**src/rtl/div3_pkg.sv**
```systemverilog
package div3_pkg;

  localparam int unsigned REM_W = 2;
  localparam int unsigned DIVISOR = 3;

  typedef enum logic [REM_W-1:0] {
    REM_ZERO = 2'b00,
    REM_ONE  = 2'b01,
    REM_TWO  = 2'b10,
    REM_BAD  = 2'b11
  } rem_t;

  // Shifted partial dividend: 2*r + b, range 0..5 for legal r
  function automatic logic [REM_W:0] partial_of(input rem_t r, input logic b);
    return {r, b};
  endfunction

  // Quotient digit produced by one step
  function automatic logic quot_of(input rem_t r, input logic b);
    if (r == REM_BAD) return 1'b0;
    return (partial_of(r, b) >= (REM_W+1)'(DIVISOR));
  endfunction

  // Remainder after one step; the unused code falls back to zero
  function automatic rem_t next_of(input rem_t r, input logic b);
    rem_t res;
    case (partial_of(r, b))
      3'd0, 3'd3: res = REM_ZERO;
      3'd1, 3'd4: res = REM_ONE;
      3'd2, 3'd5: res = REM_TWO;
      default:    res = REM_ZERO;
    endcase
    return res;
  endfunction

endpackage

```
**src/rtl/div3_step.sv**
```systemverilog
module div3_step
  import div3_pkg::*;
(
  input  rem_t cur_rem,
  input  logic bit_in,
  output rem_t nxt_rem,
  output logic qbit,
  output logic illegal
);

  always_comb begin
    illegal = (cur_rem == REM_BAD);
    nxt_rem = next_of(cur_rem, bit_in);
    qbit    = quot_of(cur_rem, bit_in);
  end

endmodule

```
**src/rtl/div3_state.sv**
```systemverilog
module div3_state
  import div3_pkg::*;
(
  input  logic clk,
  input  logic rst_n,
  input  logic load,
  input  rem_t d,
  output rem_t q
);

  always_ff @(posedge clk or negedge rst_n) begin
    if (!rst_n)    q <= REM_ZERO;
    else if (load) q <= d;
  end

endmodule

```
**src/rtl/serial_div3.sv**
```systemverilog
module serial_div3
  import div3_pkg::*;
#(
  parameter bit QUOT_REG = 1'b0
) (
  input  logic       clk,
  input  logic       rst_n,
  input  logic       start,
  input  logic       bit_valid,
  input  logic       bit_in,
  output logic [1:0] remainder,
  output logic       quot_bit
);

  rem_t state_q;
  rem_t eff_rem;
  rem_t step_rem;
  rem_t load_val;
  logic step_q;
  logic state_bad;
  logic take_bit;
  logic hold_ev;
  logic clear_ev;
  logic q_raw;

  // Named events for the checks below
  assign take_bit = bit_valid;
  assign clear_ev = start & ~bit_valid;
  assign hold_ev  = ~start & ~bit_valid;

  assign eff_rem = start ? REM_ZERO : state_q;

  div3_step u_step (
    .cur_rem (eff_rem),
    .bit_in  (bit_in),
    .nxt_rem (step_rem),
    .qbit    (step_q),
    .illegal (state_bad)
  );

  // A stuck illegal code is also cleared on idle cycles
  always_comb begin
    if (take_bit) load_val = step_rem;
    else          load_val = REM_ZERO;
  end

  div3_state u_state (
    .clk   (clk),
    .rst_n (rst_n),
    .load  (take_bit | start | state_bad),
    .d     (load_val),
    .q     (state_q)
  );

  assign q_raw     = take_bit & step_q;
  assign remainder = state_q;

  generate
    if (QUOT_REG) begin : g_moore_q
      logic q_reg;
      always_ff @(posedge clk or negedge rst_n) begin
        if (!rst_n) q_reg <= 1'b0;
        else        q_reg <= q_raw;
      end
      assign quot_bit = q_reg;
    end else begin : g_mealy_q
      assign quot_bit = q_raw;

      // no quotient digit on idle cycles
      p_qbit_idle_r3: assert property (@(posedge clk) disable iff (!rst_n)
        !bit_valid |-> !quot_bit);

      // a step from remainder zero can never yield a digit of one
      p_qbit_zero_r3: assert property (@(posedge clk) disable iff (!rst_n)
        (bit_valid && (start || remainder == 2'b00)) |-> !quot_bit);
    end
  endgenerate

  // idle cycles keep the remainder
  p_hold_r4: assert property (@(posedge clk) disable iff (!rst_n)
    (hold_ev && !state_bad) |=> $stable(remainder));

  // a bare start clears
  p_clear_r5: assert property (@(posedge clk) disable iff (!rst_n)
    clear_ev |=> (remainder == 2'b00));

  // start with a bit restarts from that bit alone
  p_restart_r5: assert property (@(posedge clk) disable iff (!rst_n)
    (start && bit_valid) |=> (remainder == {1'b0, $past(bit_in)}));

  // the unused code is never visible
  p_legal_r6: assert property (@(posedge clk) disable iff (!rst_n)
    remainder != 2'b11);

  // recovery from the unused code
  p_recover_r6: assert property (@(posedge clk) disable iff (!rst_n)
    state_bad |=> (remainder == 2'b00));

endmodule

```
**config.mk**
```make
export PLATFORM = sky130hd
export DESIGN_NAME = serial_div3
export DESIGN_NICKNAME = d
export VERILOG_FILES = /design/src/rtl/div3_pkg.sv /design/src/rtl/div3_step.sv /design/src/rtl/div3_state.sv /design/src/rtl/serial_div3.sv
export SDC_FILE = /design/constraint.sdc
export NUM_CORES = 1
export LEC_CHECK = 0
export BUFFER_PORTS_ARGS = -buffer_cell sky130_fd_sc_hd__buf_2
export CAP_MARGIN = 5
export CORE_AREA = 2 2 39 41
export CTS_CLUSTER_DIAMETER = 50
export DETAILED_ROUTE_END_ITERATION = 10
export DIE_AREA = 0 0 41 43
export PLACE_DENSITY = 0.32
export SLEW_MARGIN = 5
export SYNTH_ARGS = -nofsm -noshare
export SYNTH_HDL_FRONTEND = slang
export SYNTH_SLANG_ARGS = --single-unit
export TNS_END_PERCENT = 5
```
**constraint.sdc**
```tcl
create_clock -name clk -period 0.9 [get_ports clk]
set_clock_uncertainty 0.05 [all_clocks]
set_input_delay 0.09 -clock clk [delete_from_list [all_inputs] [get_ports clk]]
set_output_delay 0.09 -clock clk [all_outputs]
set_load 0.05 [all_outputs]
```
# [Word level (Yosys, flattened, before mapping)]
# Index checks and enable logic that the tools add are counted.
[classes] n_lt_le_gt_ge=1 eq_ne=5 n_mux=6 n_bitwise=3 n_reduce_logical=2
[ops] cell="== test 3 bit, second input constant" count=2
[ops] cell="two-way mux 2 bit" count=2
[ops] cell="one-hot mux 2 bit (2 select lines)" count=1
[ops] cell="OR reduction 2 bit" count=2
[ops] cell="== test 3 x 1 -> 1 bit, second input constant" count=1
[ops] cell="== test 3 x 2 -> 1 bit, second input constant" count=1
[ops] cell="greater-or-equal comparator 3 x 2 -> 1 bit, second input constant" count=1
[ops] cell="two-way mux 1 bit" count=3
[ops] cell="== test 2 bit, second input constant" count=1
[ops] cell="OR 1 bit" count=2
[ops] cell="AND 1 bit" count=1
[word_totals] reg_bits=2 input_bits=5 out_inout_bits=3 word_cells=18

# [Longest topological paths before layout]
# Gate-level depths: netlist (run 1).
[depth] ltp_word=5 ltp_mapped=3 mapped_depth_nobuf=3

# [Hierarchy]
# A second synthesis (run 1) with hierarchy kept.
[unflattened] cells_unflattened=19 area_unflattened_um2=167.7
[by_module_without_submodules] mod="div3_state" n_inst=1 cells_per_inst=4 area_each_um2=72.6 seq_area_each_um2=50.0
[by_module_without_submodules] mod="div3_step" n_inst=1 cells_per_inst=9 area_each_um2=52.6 seq_area_each_um2=0.0
[by_module_without_submodules] mod="serial_div3" n_inst=1 cells_per_inst=6 area_each_um2=42.5 seq_area_each_um2=0.0

# [Least setup slack after synthesis (run 1)]
# No wires, ideal clock.
[synth_timing] path_kind="reg-to-output" startpoint="register u_state.q[0]" endpoint="output quot_bit" arrival_time_ns=2.081 slack_ns=-1.321 stages_incl_launch_ff=4 path_buffers=0 cell_sequence="dfrtp_1 -> and2b_2 -> a21oi_1 -> nor3b_1"
[synth_between] elab_chain_cells=5 elab_cells_between_ends=6 cone_classes="order compare: 1; eq/ne: 1; mux: 3; bitwise: 1"
[synth_lines] item="from (decl)" line="div3_state.sv:8" rtl="output rem_t q"
[synth_lines] item="from (signal assigned)" line="div3_state.sv:12" rtl="if (!rst_n) q <= REM_ZERO;"
[synth_lines] item="from (signal assigned)" line="div3_state.sv:13" rtl="else if (load) q <= d;"
[synth_lines] item="two-way mux 2 bit *" line="serial_div3.sv:31" rtl="assign eff_rem = start ? REM_ZERO : state_q;"
[synth_lines] item="branches (longest 2 deep; another with greater-or-equal comparator 3 x 2 -> 1 bit)"
[synth_lines] item="two-way mux 1 bit *" line="div3_pkg.sv:21" rtl="return (partial_of(r, b) >= (REM_W+1)'(DIVISOR));"
[synth_lines] item="AND 1 bit *" line="serial_div3.sv:55" rtl="assign q_raw = take_bit & step_q;"
[synth_lines] item="to (decl)" line="serial_div3.sv:12" rtl="output logic quot_bit"
# Mark *: on every way between the ends.

# [Worst setup path after layout (run 1)]
[layout_timing] startpoint="register u_state.q[1]" endpoint="output quot_bit"
# Same word-level chain as after synthesis.

==> results.json, run 1 <==
{
  "grt_pass1_vias": 184,
  "arrival_ps": 1260,
  "drt_iter0_drc": 0,
  "totalPowerFinal_uw": 417,
  "syn_to_final_growth_pct": 116,
  "clkTransAtPathRegs_ps": 30,
  "core_footprint_um2": 1380,
  "power_frac_seq_pct": 24.1,
  "hold_viol_final": 0,
  "yosysSeqAreaShare_pct": 37.7,
  "cap_violations": 0,
  "number_of_h_tree_branching_levels": 1,
  "switching_power_uw": 119,
  "post_route_cells_drive_above_1_share_pct": 72.4,
  "path_category_of_the_worst_min_delay_check": "in -> reg",
  "dp_worst_setup_slack_ps": -376,
  "wl_per_cell_um": 8.71,
  "hp-start": "start",
  "slew_viol_final": 0,
  "share_clk_of_total_power_pct": 48.6,
  "final_area_um2": 287,
  "power_density_cells_nw_per_um2": 1460,
  "dr_vias": 154,
  "dpl_cell_area_um2": 220,
  "design.die.area_um2": 1760,
  "syn_area_um2": 133,
  "relSlewSlack_pct": 87.0,
  "dieHeight_um": 43,
  "groute.usage.overall_pct": 6.43,
  "yosys.cell_types.count": 11,
  "finalWorstPathRequiredPeriod_ps": 1400,
  "nNetsFinal": 36,
  "failed_checks": "negative setup slack",
  "criticalPathCategory": "reg -> out",
  "synth_warnings": 0,
  "drt_pre_antenna_iters": 1,
  "power.static_leakage_uw": 0.000138,
  "number_of_port_buffers": 7,
  "synth_fp_nets": 20,
  "floorplan.initialDensity_pct": 9.58,
  "rsz_0062_raised_after_global_routing": "yes",
  "endpoint_kind": "output pin",
  "netlist_instances": 15,
  "power_frac_comb_pct": 27.3,
  "cts_buffers": 3,
  "cts-root-to-sink-buffers": 2,
  "max_slew.worst_pin.slew_ps": 194,
  "final_cell_count_no_fill": 45,
  "setup_violations": 5,
  "gp_congestion": 0.683,
  "finalCritPeriodShare_pct": 156,
  "grt_start_max_net_pins": 6,
  "die_w_um": 41,
  "pin_count": 8,
  "grt_remaining_overflow": 0,
  "antenna_cells_inserted": 0,
  "crit_path_start_kind": "flip-flop",
  "max_ffs_per_register": 2,
  "cp.required_ps": 760,
  "postSynthRegisterBits": 2,
  "worst_skew_pair.late_latency_ps": 220,
  "intPower_uw": 298,
  "placementRows": 14,
  "grt_first_pass_wirelength_um": 676,
  "place.detailed.instances": 40,
  "syn_avg_cell_area_um2": 8.84,
  "vias_per_cell": 3.42,
  "sw_frac_of_total_pct": 28.5,
  "post-route-worst-setup-slack_ps": -502,
  "launching_point_of_the_worst_reg2reg_path": "u_state.q[0]$_DFFE_PN0P_",
  "cts.sink_count": 2,
  "cts_root_buffer": "sky130_fd_sc_hd__clkbuf_4",
  "ant_nets": 0,
  "peakVddDrop_mv": 0.538,
  "run_status": "finished, violations left",
  "drc": 0,
  "worstSetupStartpoint": "u_state.q[1]$_DFFE_PN0P_",
  "layout.cells.most_common": "sky130_fd_sc_hd__buf_2",
  "clock.fmax_ghz": 0.713,
  "number_of_fill_cells": 153,
  "critPathMaxFanout": 3,
  "number_of_antenna_violations_at_the_first_check_in_global_routing": 0,
  "tritoncts": "done",
  "most-common-layout-cells": "4 x sky130_fd_sc_hd__buf_2, 3 x sky130_fd_sc_hd__nor2_1, 3 x sky130_fd_sc_hd__clkbuf_4, 3 x sky130_fd_sc_hd__buf_6, 3 x sky130_fd_sc_hd__buf_4",
  "routed_wl_um": 392
}
worst max-delay path, cell delays in order (launching register included):
cell	delay [ps]
sky130_fd_sc_hd__dfrtp_2	400
sky130_fd_sc_hd__and2b_2	230
sky130_fd_sc_hd__a21oi_2	60
sky130_fd_sc_hd__nor3b_4	170
sky130_fd_sc_hd__buf_6	180
repair_timing:
item,in CTS,in global routing
resized for setup,6,2
endpoints found under the setup margin,5,5
pin swaps,1,0
endpoints found under the hold margin,2,0
setup buffers,1,0
hold buffers,1,0
cell usage after synthesis (all sizes together):
cell,n,area (um^2)
nand2,1,3.75
nand3b,1,7.51
and2b,3,25.0
nor3b,1,7.51
mux2i,1,10.0
a21oi,1,5.00
o211ai,1,7.51
nor2,3,11.3
nand3,1,5.00
dfrtp,2,50.1
stage by stage:
stage               TNS [ps]  util (%)  hold WS [ps]
floorplan               -986         -          -256
global placement        -504      15.9          -175
detailed placement      -486      15.9          -173
CTS                    -1120      20.2          56.5
global route           -1310      20.7          92.3
finish                 -1090      20.7          70.2
per-layer routing:
metal	part of all wire, %	global-route usage (%)	routed length (um)	vias up
met5	0	0	0	-
met4	0	8.00	0	0
met3	8.7	3.14	34	0
met2	41	6.56	161	8
met1	50	8.04	197	66
li1	-	-	-	80
kinds of logic (layout without fill, tap and decap cells):
kind of cell	count (synthesis)	after routing	share of synthesized area, %
mux	1	1	7.55
compound gates	2	2	9.43
simple gates	10	10	45.3
buf+inv	0	14	0
flops	2	2	37.7
path summary, 6_finish.rpt:
check / slack, ps / endpoint / depth (start not counted)
min reg2reg: 680 / u_state.q[0]$_DFFE_PN0P_ / 3
max in group asynchronous: 560 / u_state.q[0]$_DFFE_PN0P_ / 2
min: 70 / u_state.q[1]$_DFFE_PN0P_ / 2
min in group asynchronous: 130 / u_state.q[1]$_DFFE_PN0P_ / 2
max reg2reg: -190 / u_state.q[1]$_DFFE_PN0P_ / 4
max: -500 / quot_bit / 4
power by group through the flow:
stage | sequential (uW) | clock (uW) | combinational (uW)
floorplan | 122 | 0 | 36.0
global placement | 102 | 0 | 90.0
detailed placement | 101 | 0 | 91.3
CTS | 101 | 213 | 111
global route | 102 | 220 | 124
finish | 101 | 203 | 114
final cells by class:
class / instances / area (um^2) / area share [%]
Sequential cell: 2 / 52.6 / 18.3
Timing Repair Buffer: 11 / 86.3 / 30.1
Tap cell: 16 / 20.0 / 6.99
Clock buffer: 3 / 22.5 / 7.86
Multi-Input combinational cell: 13 / 105 / 36.7
Power figures use the tool's default switching activity.
==> inputs of run 2 (changes only) <==
--- a/config.mk
+++ b/config.mk
@@ -11,7 +11,7 @@
 export CTS_CLUSTER_DIAMETER = 50
 export DETAILED_ROUTE_END_ITERATION = 10
 export DIE_AREA = 0 0 41 43
-export PLACE_DENSITY = 0.32
+export PLACE_DENSITY = 0.31
 export SLEW_MARGIN = 5
 export SYNTH_ARGS = -nofsm -noshare
 export SYNTH_HDL_FRONTEND = slang
==> constraint.sdc (replaced) <==
create_clock -name clk -period 1.35 [get_ports clk]
set_clock_uncertainty 0.05 [all_clocks]
set_input_delay 0.135 -clock clk [delete_from_list [all_inputs] [get_ports clk]]
set_output_delay 0.135 -clock clk [all_outputs]
set_load 0.05 [all_outputs]
==> run 2 against run 1 <==
Net effect:
- sequential power is 33% lower
- the flow still finishes with violations (negative setup slack)
- worst hold slack better by 61 ps
- power is 37% lower
- non-clock buffer count is 1 lower
- first-iteration DRC count is 3 higher
- flip-flop and latch count stayed put
- via count is 0.65% lower
- critical path depth stayed put
- largest cell class unchanged
- global-route usage is 0.50 points lower
- setup slack better by 400 ps
- die area stayed put
==> results.json, run 2 (same netlist as run 1, synthesis figures left out) <==
{
  "die_w_um": 41,
  "finalWorstPathRequiredPeriod_ps": 1460,
  "layout.cells.most_common": "sky130_fd_sc_hd__buf_2",
  "run_status": "finished, violations left",
  "drc": 0,
  "core_footprint_um2": 1380,
  "cts-root-to-sink-buffers": 2,
  "routed_wl_um": 381,
  "tritoncts": "done",
  "cts.sink_count": 2,
  "final.setup.tns_ps": -105,
  "grt_first_pass_wirelength_um": 621,
  "failed_checks": "negative setup slack",
  "cts_buffers": 3,
  "antenna_cells_inserted": 0,
  "peakVddDrop_mv": 0.299,
  "number_of_fill_cells": 148,
  "criticalPathCategory": "reg -> out",
  "place.detailed.instances": 38,
  "post-route-worst-setup-slack_ps": -105,
  "rsz_0062_raised_after_global_routing": "yes",
  "design.die.area_um2": 1760,
  "relSlewSlack_pct": 83.2,
  "number_of_port_buffers": 7,
  "grt_pass1_vias": 164,
  "most-common-layout-cells": "6 x sky130_fd_sc_hd__buf_2, 3 x sky130_fd_sc_hd__nor2_1, 3 x sky130_fd_sc_hd__clkbuf_4",
  "sw_frac_of_total_pct": 27.7,
  "share_clk_of_total_power_pct": 49.8,
  "dp_worst_setup_slack_ps": 8.74,
  "grt_remaining_overflow": 0,
  "syn_to_final_growth_pct": 95.3,
  "power.static_leakage_uw": 0.000124,
  "critPathMaxFanout": 4,
  "area_taken_by_flip_flops_and_latches_um2": 52.6,
  "multiInputGateArea_um2": 97.6,
  "number_of_antenna_violations_at_the_first_check_in_global_routing": 0,
  "setup_violations": 1,
  "clkTransAtPathRegs_ps": 30,
  "crit_path_start_kind": "flip-flop",
  "arrival_ps": 1270,
  "max_slew.worst_pin.slew_ps": 254,
  "grt_start_max_net_pins": 6,
  "worst_skew_pair.late_latency_ps": 220,
  "intPower_uw": 190,
  "slew_viol_final": 0,
  "endpoint_kind": "output pin",
  "finalCritPeriodShare_pct": 108,
  "dieHeight_um": 43,
  "clock.fmax_ghz": 0.687,
  "post_route_cells_drive_above_1_share_pct": 64.3,
  "final.hold.worst_slack_ps": 131,
  "power_frac_comb_pct": 24.4,
  "switching_power_uw": 72.6,
  "max_ffs_per_register": 2,
  "power_density_cells_nw_per_um2": 1010,
  "path_category_of_the_worst_min_delay_check": "in -> reg",
  "gp_congestion": 0.547,
  "cts_root_buffer": "sky130_fd_sc_hd__clkbuf_4",
  "drt_iter0_drc": 3,
  "dr_vias": 153,
  "cap_violations": 0,
  "number_of_h_tree_branching_levels": 1,
  "vias_per_cell": 3.48,
  "cp.required_ps": 1160,
  "ant_nets": 0,
  "floorplan.initialDensity_pct": 9.58,
  "nNetsFinal": 35,
  "final_cell_count_no_fill": 44,
  "power_frac_seq_pct": 25.8,
  "pin_count": 8,
  "drt_pre_antenna_iters": 3,
  "hold_viol_final": 0,
  "placementRows": 14,
  "groute.usage.overall_pct": 5.92,
  "wl_per_cell_um": 8.66
}
-- run 2: what timing repair did --
action	in CTS	in global routing
hold buffers	1	0
endpoints found under the setup margin	1	1
buffers inserted	1	1
pin swaps	1	0
gates resized for setup	2	0
endpoints found under the hold margin	2	0
-- run 2: layout make-up --
type	count	share of cell area [%]
Multi-Input combinational cell	13	37.7
Timing Repair Buffer	10	25.6
Sequential cell	2	20.3
Clock buffer	3	8.70
Tap cell	16	7.73
-- run 2: power by group through the flow --
| stage | combinational [uW] | sequential, uW | clock, uW |
|---|---|---|---|
| final | 64.0 | 67.7 | 130 |
| after global routing | 69.1 | 68.7 | 139 |
| after CTS | 62.8 | 67.6 | 142 |
| after detailed placement | 55.7 | 68.2 | 0 |
| after global placement | 53.9 | 67.9 | 0 |
| after floorplan | 24.0 | 81.2 | 0 |
-- run 2: final timing paths --
kind | depth (start not counted) | to | slack (ps) | from
max | 4 | quot_bit | -110 | u_state.q[0]$_DFFE_PN0P_
min | 2 | u_state.q[1]$_DFFE_PN0P_ | 130 | start
max reg2reg | 4 | u_state.q[1]$_DFFE_PN0P_ | 250 | u_state.q[0]$_DFFE_PN0P_
min reg2reg | 3 | u_state.q[0]$_DFFE_PN0P_ | 640 | u_state.q[1]$_DFFE_PN0P_
max in group asynchronous | 2 | u_state.q[1]$_DFFE_PN0P_ | 960 | rst_n
min in group asynchronous | 2 | u_state.q[0]$_DFFE_PN0P_ | 180 | rst_n
-- run 2: routing by layer --
metal	track usage [%]	vias up	share of wire [%]	routed length, um
met4	8.00	0	0	0
met3	3.14	0	8.9	34
met2	5.94	8	40	153
met1	7.07	67	51	193
li1	-	78	-	-
met5	0	-	0	0
-- run 2: metrics by stage --
| stage | power [uW] | area, um^2 | utilization, % |
|---|---|---|---|
| 4_1_cts | 272 | 251 | 18.2 |
| 3_3_place_gp | 122 | 205 | 14.8 |
| 5_1_grt | 277 | 259 | 18.7 |
| 3_5_place_dp | 124 | 205 | 14.8 |
| 6_report | 262 | 259 | 18.7 |
| 2_1_floorplan | 105 | 150 | - |
-- run 2: critical path: stages, from the launching register on --
cell and delay, ps:
sky130_fd_sc_hd__dfrtp_2 400, sky130_fd_sc_hd__and2b_2 240, sky130_fd_sc_hd__a21oi_2 50, sky130_fd_sc_hd__nor3b_4 180, sky130_fd_sc_hd__buf_6 180
